==> config.mk <==
export PLATFORM = sky130hd
export DESIGN_NAME = dma_prio_arbiter
export DESIGN_NICKNAME = d
export VERILOG_FILES = /design/src/rtl/dma_arb_pkg.sv /design/src/rtl/dma_arb_level_scan.sv /design/src/rtl/dma_arb_tie_pick.sv /design/src/rtl/dma_arb_grant_hold.sv /design/src/rtl/dma_prio_arbiter.sv
export SDC_FILE = /design/constraint.sdc
export NUM_CORES = 1
export LEC_CHECK = 0
export ABC_AREA = 1
export CORE_MARGIN = 3
export CORE_UTILIZATION = 46
export CTS_BUF_LIST = sky130_fd_sc_hd__clkbuf_8
export CTS_CLUSTER_DIAMETER = 120
export DETAILED_ROUTE_END_ITERATION = 10
export PLACE_DENSITY = 0.88
export SYNTH_ARGS = -nofsm -noshare
export SYNTH_HDL_FRONTEND = slang
export SYNTH_SLANG_ARGS = --single-unit
==> constraint.sdc <==
create_clock -name clk -period 3.8 [get_ports clk]
set_input_delay 0.76 -clock clk [delete_from_list [all_inputs] [get_ports clk]]
set_output_delay 0.76 -clock clk [all_outputs]
set_load 0.01 [all_outputs]
==> src/rtl/dma_arb_pkg.sv <==
package dma_arb_pkg;

   // Priority level encoding: larger value wins.
   typedef enum logic [1:0] {
      LVL_LOW   = 2'b00,
      LVL_MED   = 2'b01,
      LVL_HIGH  = 2'b10,
      LVL_VHIGH = 2'b11
   } prio_lvl_e;

   localparam int DEF_CHANNELS = 7;
   localparam int DEF_PRIO_W   = 2;

endpackage

==> src/rtl/dma_arb_level_scan.sv <==
// Finds the highest priority level held by any eligible channel and
// returns the set of eligible channels at that level.
module dma_arb_level_scan #(
   parameter int CHANNELS = dma_arb_pkg::DEF_CHANNELS,
   parameter int PRIO_W   = dma_arb_pkg::DEF_PRIO_W
) (
   input  logic [CHANNELS-1:0]        elig,
   input  logic [CHANNELS*PRIO_W-1:0] prio,
   output logic [CHANNELS-1:0]        cand
);
   localparam int LEVELS = 1 << PRIO_W;

   logic [LEVELS-1:0] lvl_hit;
   logic [PRIO_W-1:0] top_lvl;

   // One OR-reduction per level.
   for (genvar l = 0; l < LEVELS; l++) begin : g_level
      logic [CHANNELS-1:0] at_lvl;
      for (genvar c = 0; c < CHANNELS; c++) begin : g_ch
         assign at_lvl[c] = elig[c] && (prio[c*PRIO_W +: PRIO_W] == PRIO_W'(l));
      end
      assign lvl_hit[l] = |at_lvl;
   end

   // Ascending scan: the last level that has a hit is the highest one.
   always_comb begin
      top_lvl = '0;
      for (int l = 0; l < LEVELS; l++) begin
         if (lvl_hit[l]) top_lvl = PRIO_W'(l);
      end
   end

   for (genvar c = 0; c < CHANNELS; c++) begin : g_cand
      assign cand[c] = elig[c] && (prio[c*PRIO_W +: PRIO_W] == top_lvl);
   end

endmodule

==> src/rtl/dma_arb_tie_pick.sv <==
// Keeps only the lowest-index set bit of the candidate vector.
module dma_arb_tie_pick #(
   parameter int CHANNELS = dma_arb_pkg::DEF_CHANNELS
) (
   input  logic [CHANNELS-1:0] cand,
   output logic [CHANNELS-1:0] pick
);
   if (CHANNELS == 1) begin : g_single
      assign pick = cand;
   end else begin : g_chain
      logic [CHANNELS:0] seen;
      assign seen[0] = 1'b0;
      for (genvar c = 0; c < CHANNELS; c++) begin : g_bit
         assign pick[c]     = cand[c] & ~seen[c];
         assign seen[c + 1] = seen[c] | cand[c];
      end
   end

endmodule

==> src/rtl/dma_arb_grant_hold.sv <==
// Holds the grant until the owner reports item completion.
module dma_arb_grant_hold #(
   parameter int CHANNELS = dma_arb_pkg::DEF_CHANNELS
) (
   input  logic                clk,
   input  logic                rst_n,
   input  logic [CHANNELS-1:0] pick,
   input  logic                item_done,
   output logic [CHANNELS-1:0] grant_q
);
   logic idle;
   logic load;

   assign idle = (grant_q == '0);
   assign load = idle || item_done;

   always_ff @(posedge clk or negedge rst_n) begin
      if (!rst_n) begin
         grant_q <= '0;
      end else if (load) begin
         grant_q <= pick;
      end
   end

endmodule

==> src/rtl/dma_prio_arbiter.sv <==
module dma_prio_arbiter #(
   parameter int CHANNELS = dma_arb_pkg::DEF_CHANNELS,
   parameter int PRIO_W   = dma_arb_pkg::DEF_PRIO_W
) (
   input  logic                        clk,
   input  logic                        rst_n,
   input  logic [CHANNELS-1:0]         ch_req,
   input  logic [CHANNELS-1:0]         ch_en,
   input  logic [CHANNELS*PRIO_W-1:0]  ch_prio,
   input  logic                        item_done,
   output logic [CHANNELS-1:0]         grant,
   output logic                        busy
);
   // Elaboration-time parameter checks.
   if (CHANNELS < 1 || CHANNELS > 64) begin : g_bad_channels
      $error("dma_prio_arbiter: CHANNELS must be 1..64");
   end
   if (PRIO_W < 1 || PRIO_W > 4) begin : g_bad_prio_w
      $error("dma_prio_arbiter: PRIO_W must be 1..4");
   end

   logic [CHANNELS-1:0] elig;
   logic [CHANNELS-1:0] cand;
   logic [CHANNELS-1:0] pick;
   logic [CHANNELS-1:0] grant_q;

   assign elig = ch_req & ch_en;

   dma_arb_level_scan #(.CHANNELS(CHANNELS), .PRIO_W(PRIO_W)) u_scan (
      .elig (elig),
      .prio (ch_prio),
      .cand (cand)
   );

   dma_arb_tie_pick #(.CHANNELS(CHANNELS)) u_tie (
      .cand (cand),
      .pick (pick)
   );

   dma_arb_grant_hold #(.CHANNELS(CHANNELS)) u_hold (
      .clk       (clk),
      .rst_n     (rst_n),
      .pick      (pick),
      .item_done (item_done),
      .grant_q   (grant_q)
   );

   assign grant = grant_q;
   assign busy  = |grant_q;

endmodule

==> results.ini, run 1 <==
[floorplanning]
ios=39
placeableCoreArea_sq_um=1750
dieHeight_um=49.3
die-width_um=49.3
row_count=15
dieArea_sq_um=2430
start_util_pct=49.5

[place]
globalplace.congestion=0.909
dp_hpwl_um=2090
io_buffers=38
post-place-ws_ns=1.18

[synthesis]
synth_area_leaders=dfrtp_1 (20%), nand2_1 (20%), nor2_1 (9.6%)
synth-seq-cells=7
yosysTopAreaCellShare_pct=20.3
yosys_warnings=0
synthesis.nets=182
postSynthAreaPerCell_sq_um=5.72
yosys.area.top_type=dfrtp_1
synth_cell_types=20
synth_edf_count=0
synthesis.area_sq_um=863
syn_inst=151
synth_ff_type=dfrtp_1
seq_area_frac_synth_pct=20.3
ys_async_sr_fraction_pct=100

[worst_setup_path]
critPathCaptureType=flop
worstPathRequired_ns=3.91
reg2reg_depth=9
criticalPathCategory=in -> reg
path_max_fanout=7
arrival_ns=2.54
start_kind=input pin

[global_route]
antenna_found_initial=0
grt_max_degree=9
grt_pass1_wl_um=4100
grt_use_total_pct=21.4
overflow=0
grt_pass1_vias=1034

[finish]
regArea_sq_um=175
largest_reg_flops=7
n_antenna_cell=0
layout.nets=225
num-fill-cells=155
syn2layout_area_growth_pct=52.9
top_regs=u_hold.grant_q (7)
drive_gt1_share_pct=11.9
regMostFlops=u_hold.grant_q
multiInputGateArea_sq_um=594

[drt]
vias_per_cell=5.04
dr.pass1.iters=4
drt-total-wl_um=2450
wl_per_cell_um=11.2
met1Wirelength_um=975
top_layer=met4
dr.first_iter.drc_count=23
dr_wl_met2_um=1250
wl_met3_um=205
vias=1099
ant_nets=0
drc=0

[clocking]
htreeDepth=1
clockBufferDepth=2
holdBufCountCts=0
cts_tree=built
clock-root-buffer=clkbuf_8
cts.sinks=7
insertion_delay_ns=0.23
cts-resized-gates=0
cts_buffers=3
clk_pin_slew_worst_paths_ns=0.04
cts_setup_buffers=0

[sta]
finalCritPeriodShare_pct=64.1
worst_slack_ns=1.36
slew_headroom_pct=68.7
fin_crit_ns=2.44
rsz0062_at_grt=no
final_max_slew_viol_count=0
fmax_ghz=0.411
finalSetupViolations=0
fin_setup_tns_ns=0
hold_viol_final=0
clock_skew_ns=0.00319
worst_pin_slew_ns=0.465

[worst_hold_path]
hp-class=reg -> reg
holdPathStages=2

[outcome]
outcome=completed

[power]
p_leak_nw=0.679
power_density_nw_per_um2=305
peakVddDrop_v=0.000211

[run]
max_cap_viol_count=0

## cells in the mapped netlist (2+ instances only)
| cell type | number |
|---|---|
| a21oi_1 | 6 |
| inv_2 | 6 |
| nand2_4 | 2 |
| inv_1 | 19 |
| dfrtp_1 | 7 |
| nand4_1 | 10 |
| nor2_1 | 22 |
| o21ai_0 | 2 |
| nand2_2 | 3 |
| nand2_1 | 46 |
| nand3_2 | 4 |
| nor2_4 | 2 |
| nand3_1 | 15 |
## final cells by class
cell class                 count  area share [%]
inverter                      25            7.11
clock buffer                   3            3.13
clock inverter                 1           0.284
sequential                     7            13.3
tap                           25            2.37
timing repair buffer          38            28.8
multi-input combinational    119            45.0
## kinds of logic (layout without fill, tap and decap cells)
logic type / count (synthesis) / count (layout) / synth area share [%]
and+or+nand+nor: 108 / 108 / 61.9
AOI/OAI and AO/OA: 11 / 11 / 6.96
buffers and inverters: 25 / 67 / 10.9
DFF: 7 / 7 / 20.3
## layout by cell type, fill, tap and decap left out, drive strengths merged
cell and count:
nor4 1, nand3 19, o21ai 3, nor3 1, inv 26, nor2 26, o22ai 1, dfrtp 7
nand2 51, a21oi 7, nand4 10, clkbuf 3, clkdlybuf4s50 38
## critical path, cell delays in order
cell and delay (ns):
clkdlybuf4s50_1 0.55, inv_2 0.05, nand2_1 0.05, nor2_1 0.04, nor2_1 0.15, nand2_1 0.11, nor2_4 0.13, nand2_2 0.13
a21oi_1 0.20, nand3_2 0.12, nand2_2 0.10, nor2_4 0.04, nand4_1 0.07, nand2_1 0.06
## final timing paths
check,from,to,slack [ns]
max in group asynchronous,rst_n,u_hold.grant_q[4]$_DFFE_PN0P_,2.76
worst min-delay path,u_hold.grant_q[3]$_DFFE_PN0P_,u_hold.grant_q[3]$_DFFE_PN0P_,0.51
worst min register to register,u_hold.grant_q[3]$_DFFE_PN0P_,u_hold.grant_q[3]$_DFFE_PN0P_,0.51
min in group asynchronous,rst_n,u_hold.grant_q[1]$_DFFE_PN0P_,0.79
worst max-delay path,ch_prio[12],u_hold.grant_q[5]$_DFFE_PN0P_,1.36
worst max register to register,u_hold.grant_q[3]$_DFFE_PN0P_,u_hold.grant_q[6]$_DFFE_PN0P_,2.16
## through the flow
stage / instance area, sq um / total power, mW / utilization, % / instances / hold WS (ns)
CTS: 1320 / 0.403 / 75.6 / 218 / 0.514
finish: 1320 / 0.403 / 75.6 / 218 / 0.513
global route: 1320 / 0.432 / 75.6 / 218 / 0.544
detailed placement: 1270 / 0.300 / 73.0 / 214 / 0.502
floorplan: 863 / 0.206 / - / 151 / 0.464
global placement: 1270 / 0.295 / 73.0 / 214 / 0.487
## routing by layer
layer | vias to the layer above | track usage [%]
met4 | 0 | 7.11
met5 | - | 0
li1 | 571 | -
met1 | 474 | 24.6
met2 | 52 | 37.7
met3 | 2 | 5.81
## report_power, final
part	internal, mW	total [mW]	switching [mW]
combinational	0.0963	0.204	0.108
clock	0.0699	0.102	0.0326
sequential	0.0865	0.0965	0.0101
No activity file was read; power rests on OpenSTA's default activity.
==> run 2, diff against run 1 <==
CORE_UTILIZATION = 39   (was 46)
PLACE_DENSITY = 0.8   (was 0.88)
clock period = 2.1 ns   (was 3.8 ns; I/O delays follow)
==> run 2 against run 1 <==
Against the previous run: non-clock buffer count increased by 23; sequential share of layout area decreased by 2.3 points; sequential cell count unchanged; clock power increased by 75%; clock skew decreased by 0.0010 ns; global-route usage decreased by 0.33 points; critical path type unchanged; critical endpoint is now u_hold.grant_q[6]$_DFFE_PN0P_; largest power group unchanged; highest routed layer unchanged.
==> results.ini, run 2 (synthesis gave the netlist of run 1 again) <==
[clocking]
htreeDepth=1  ; unchanged
cts_buffers=3  ; unchanged
insertion_delay_ns=0.22  ; about the same
cts.sinks=7  ; unchanged
clockBufferDepth=2  ; unchanged
holdBufCountCts=0  ; unchanged
clock-root-buffer=clkbuf_8
clk_pin_slew_worst_paths_ns=0.04  ; about the same
cts_tree=built

[worst_setup_path]
cp_num_buf_inv=1  ; -1
crit_path_start=ch_req[2]
worstPathRequired_ns=2.26  ; -1.65 ns
max_stage_delay_ns=0.44  ; -0.11 ns
cpMostUsedCell=nand2_1
critPathCaptureType=flop
rrSetupSlack_ns=0.45  ; -1.71 ns
cpLargestDelayFamily=simple AND/OR/NAND/NOR gates
worst-path-stages=14  ; unchanged
reg2reg_from=u_hold.grant_q[3]$_DFFE_PN0P_
path_max_fanout=7  ; unchanged
start_kind=input pin
criticalPathCategory=in -> reg
worstPathCellList=clkdlybuf4s50_1 > nand2_1 > nor2_1 > nor2_1 > nand2_1 > nor2_4 > nand2_4 > nand2_8 > nand2_1 > nand3_2 > nand2_2 > nor2_4 > nand4_1 > nand2_1
cp_slowest_cell=clkdlybuf4s50_1
reg2reg_to=u_hold.grant_q[6]$_DFFE_PN0P_
cp-endpoint=u_hold.grant_q[6]$_DFFE_PN0P_
arrival_ns=2.25  ; -0.29 ns
reg2reg_depth=9  ; unchanged

[place]
placed_area_sq_um=1440  ; +13%
globalplace.congestion=0.797  ; -12%
io_buffers=38  ; unchanged
place_inst=236  ; +10%
dp_hpwl_um=2440  ; +16%

[global_route]
grt_pass1_vias=1180  ; +14%
antenna_found_initial=0  ; unchanged
grt_max_degree=9  ; unchanged
grt_use_total_pct=21.1  ; -0.33 points
overflow=0  ; unchanged
grt_pass1_wl_um=4530  ; +11%

[drt]
vias=1280  ; +16%
drc=0  ; unchanged
drt-total-wl_um=3070  ; +25%
vias_per_cell=5.27  ; +4.5%
wl_per_cell_um=12.6  ; +12%
dr.first_iter.drc_count=52  ; +130%
dr.pass1.iters=4  ; unchanged
ant_nets=0  ; unchanged

[sta]
fin_setup_tns_ns=0  ; unchanged
slew_headroom_pct=69.2  ; +0.54 points
fmax_ghz=0.477
final_max_slew_viol_count=0  ; unchanged
finalCritPeriodShare_pct=99.8
whs_ns=0.462  ; -0.0512 ns
hold_viol_final=0  ; unchanged
worst_pin_slew_ns=0.457  ; -0.00802 ns
clock_skew_ns=0.00214  ; -0.00105 ns
finalSetupViolations=0  ; unchanged
fin_crit_ns=2.10

[finish]
largest_reg_flops=7  ; unchanged
n_antenna_cell=0  ; unchanged
final_cell_mix=nand2_1 (44), clkdlybuf4s50_1 (25), nor2_1 (22), buf_4 (22), inv_1 (20)
fin_area_sq_um=1590  ; +20%
layout.nets=248  ; +10%
top_regs=u_hold.grant_q (7)
drive_gt1_share_pct=25.0  ; +13 points
final_cell_count_no_fill=243  ; +11%
regMostFlops=u_hold.grant_q
num-fill-cells=151  ; -2.6%
syn2layout_area_growth_pct=84.2
layout_commonest_cell=nand2_1

[floorplanning]
ios=39  ; unchanged
start_util_pct=42.7  ; -6.8 points
row_count=16  ; +1
dieHeight_um=53.1  ; +7.6%
die-width_um=53.1  ; +7.6%
dieArea_sq_um=2810  ; +16%
placeableCoreArea_sq_um=2020  ; +16%

[power]
power_density_nw_per_um2=502  ; +65%
power_uw=799  ; +98%
p_leak_nw=0.924  ; +36%
peakVddDrop_v=0.000402  ; +90%

[worst_hold_path]
hp-class=in -> async

[outcome]
outcome=completed

[run]
max_cap_viol_count=0  ; unchanged

[run 2: changes by cell type in the layout (fill, tap and decap cells not counted), sizes merged]
| cell | delta |
|---|---|
| clkdlybuf4s50 | -13 |
| dlymetal6s2s | +13 |
| buf | +23 |
[run 2: repair_timing]
item	4_1_cts	5_1_grt
pin swaps	0	14
resized for setup	1	24
hold endpoints to repair	0	0
setup endpoints to repair	3	6
setup buffers	0	3
[run 2: routing by layer]
layer,GRT usage [%],vias up,wire [um]
li1,-,619,-
met1,20.5,586,1130
met2,46.7,66,1670
met3,1.13,9,200
met4,3.83,0,70
met5,0,-,0
[run 2: worst min-delay path by stage]
| stage | slack [ns] | end | cells past startpoint |
|---|---|---|---|
| floorplan | 0.12 | u_hold.grant_q[0]$_DFFE_PN0P_ | 0 |
| global placement | 0.50 | u_hold.grant_q[3]$_DFFE_PN0P_ | 2 |
| detailed placement | 0.50 | u_hold.grant_q[3]$_DFFE_PN0P_ | 2 |
| CTS | 0.46 | u_hold.grant_q[3]$_DFFE_PN0P_ | 1 |
| global route | 0.49 | u_hold.grant_q[5]$_DFFE_PN0P_ | 1 |
| finish | 0.46 | u_hold.grant_q[3]$_DFFE_PN0P_ | 1 |
[run 2: area by class of cell]
cell class	count	area [sq um]	area share [%]
well taps	27	33.8	2.12
inverters	25	93.8	5.90
clock inverters	1	3.75	0.236
clock buffers	3	41.3	2.60
repair buffers	61	598	37.6
flip-flops and latches	7	175	11.0
multi-input cells	119	644	40.5
[run 2: where the power goes]
group          total, mW  switching [mW]  internal, mW
Sequential         0.175          0.0187         0.157
Combinational      0.444           0.227         0.217
Clock              0.179          0.0533         0.126
[run 2: metrics by stage]
stage	util [%]	setup slack, ns
finish	78.7	0.00471
global placement	71.2	-0.0836
detailed placement	71.2	-0.242
floorplan	-	0.475
CTS	73.6	0.0379
global route	78.7	-0.0840
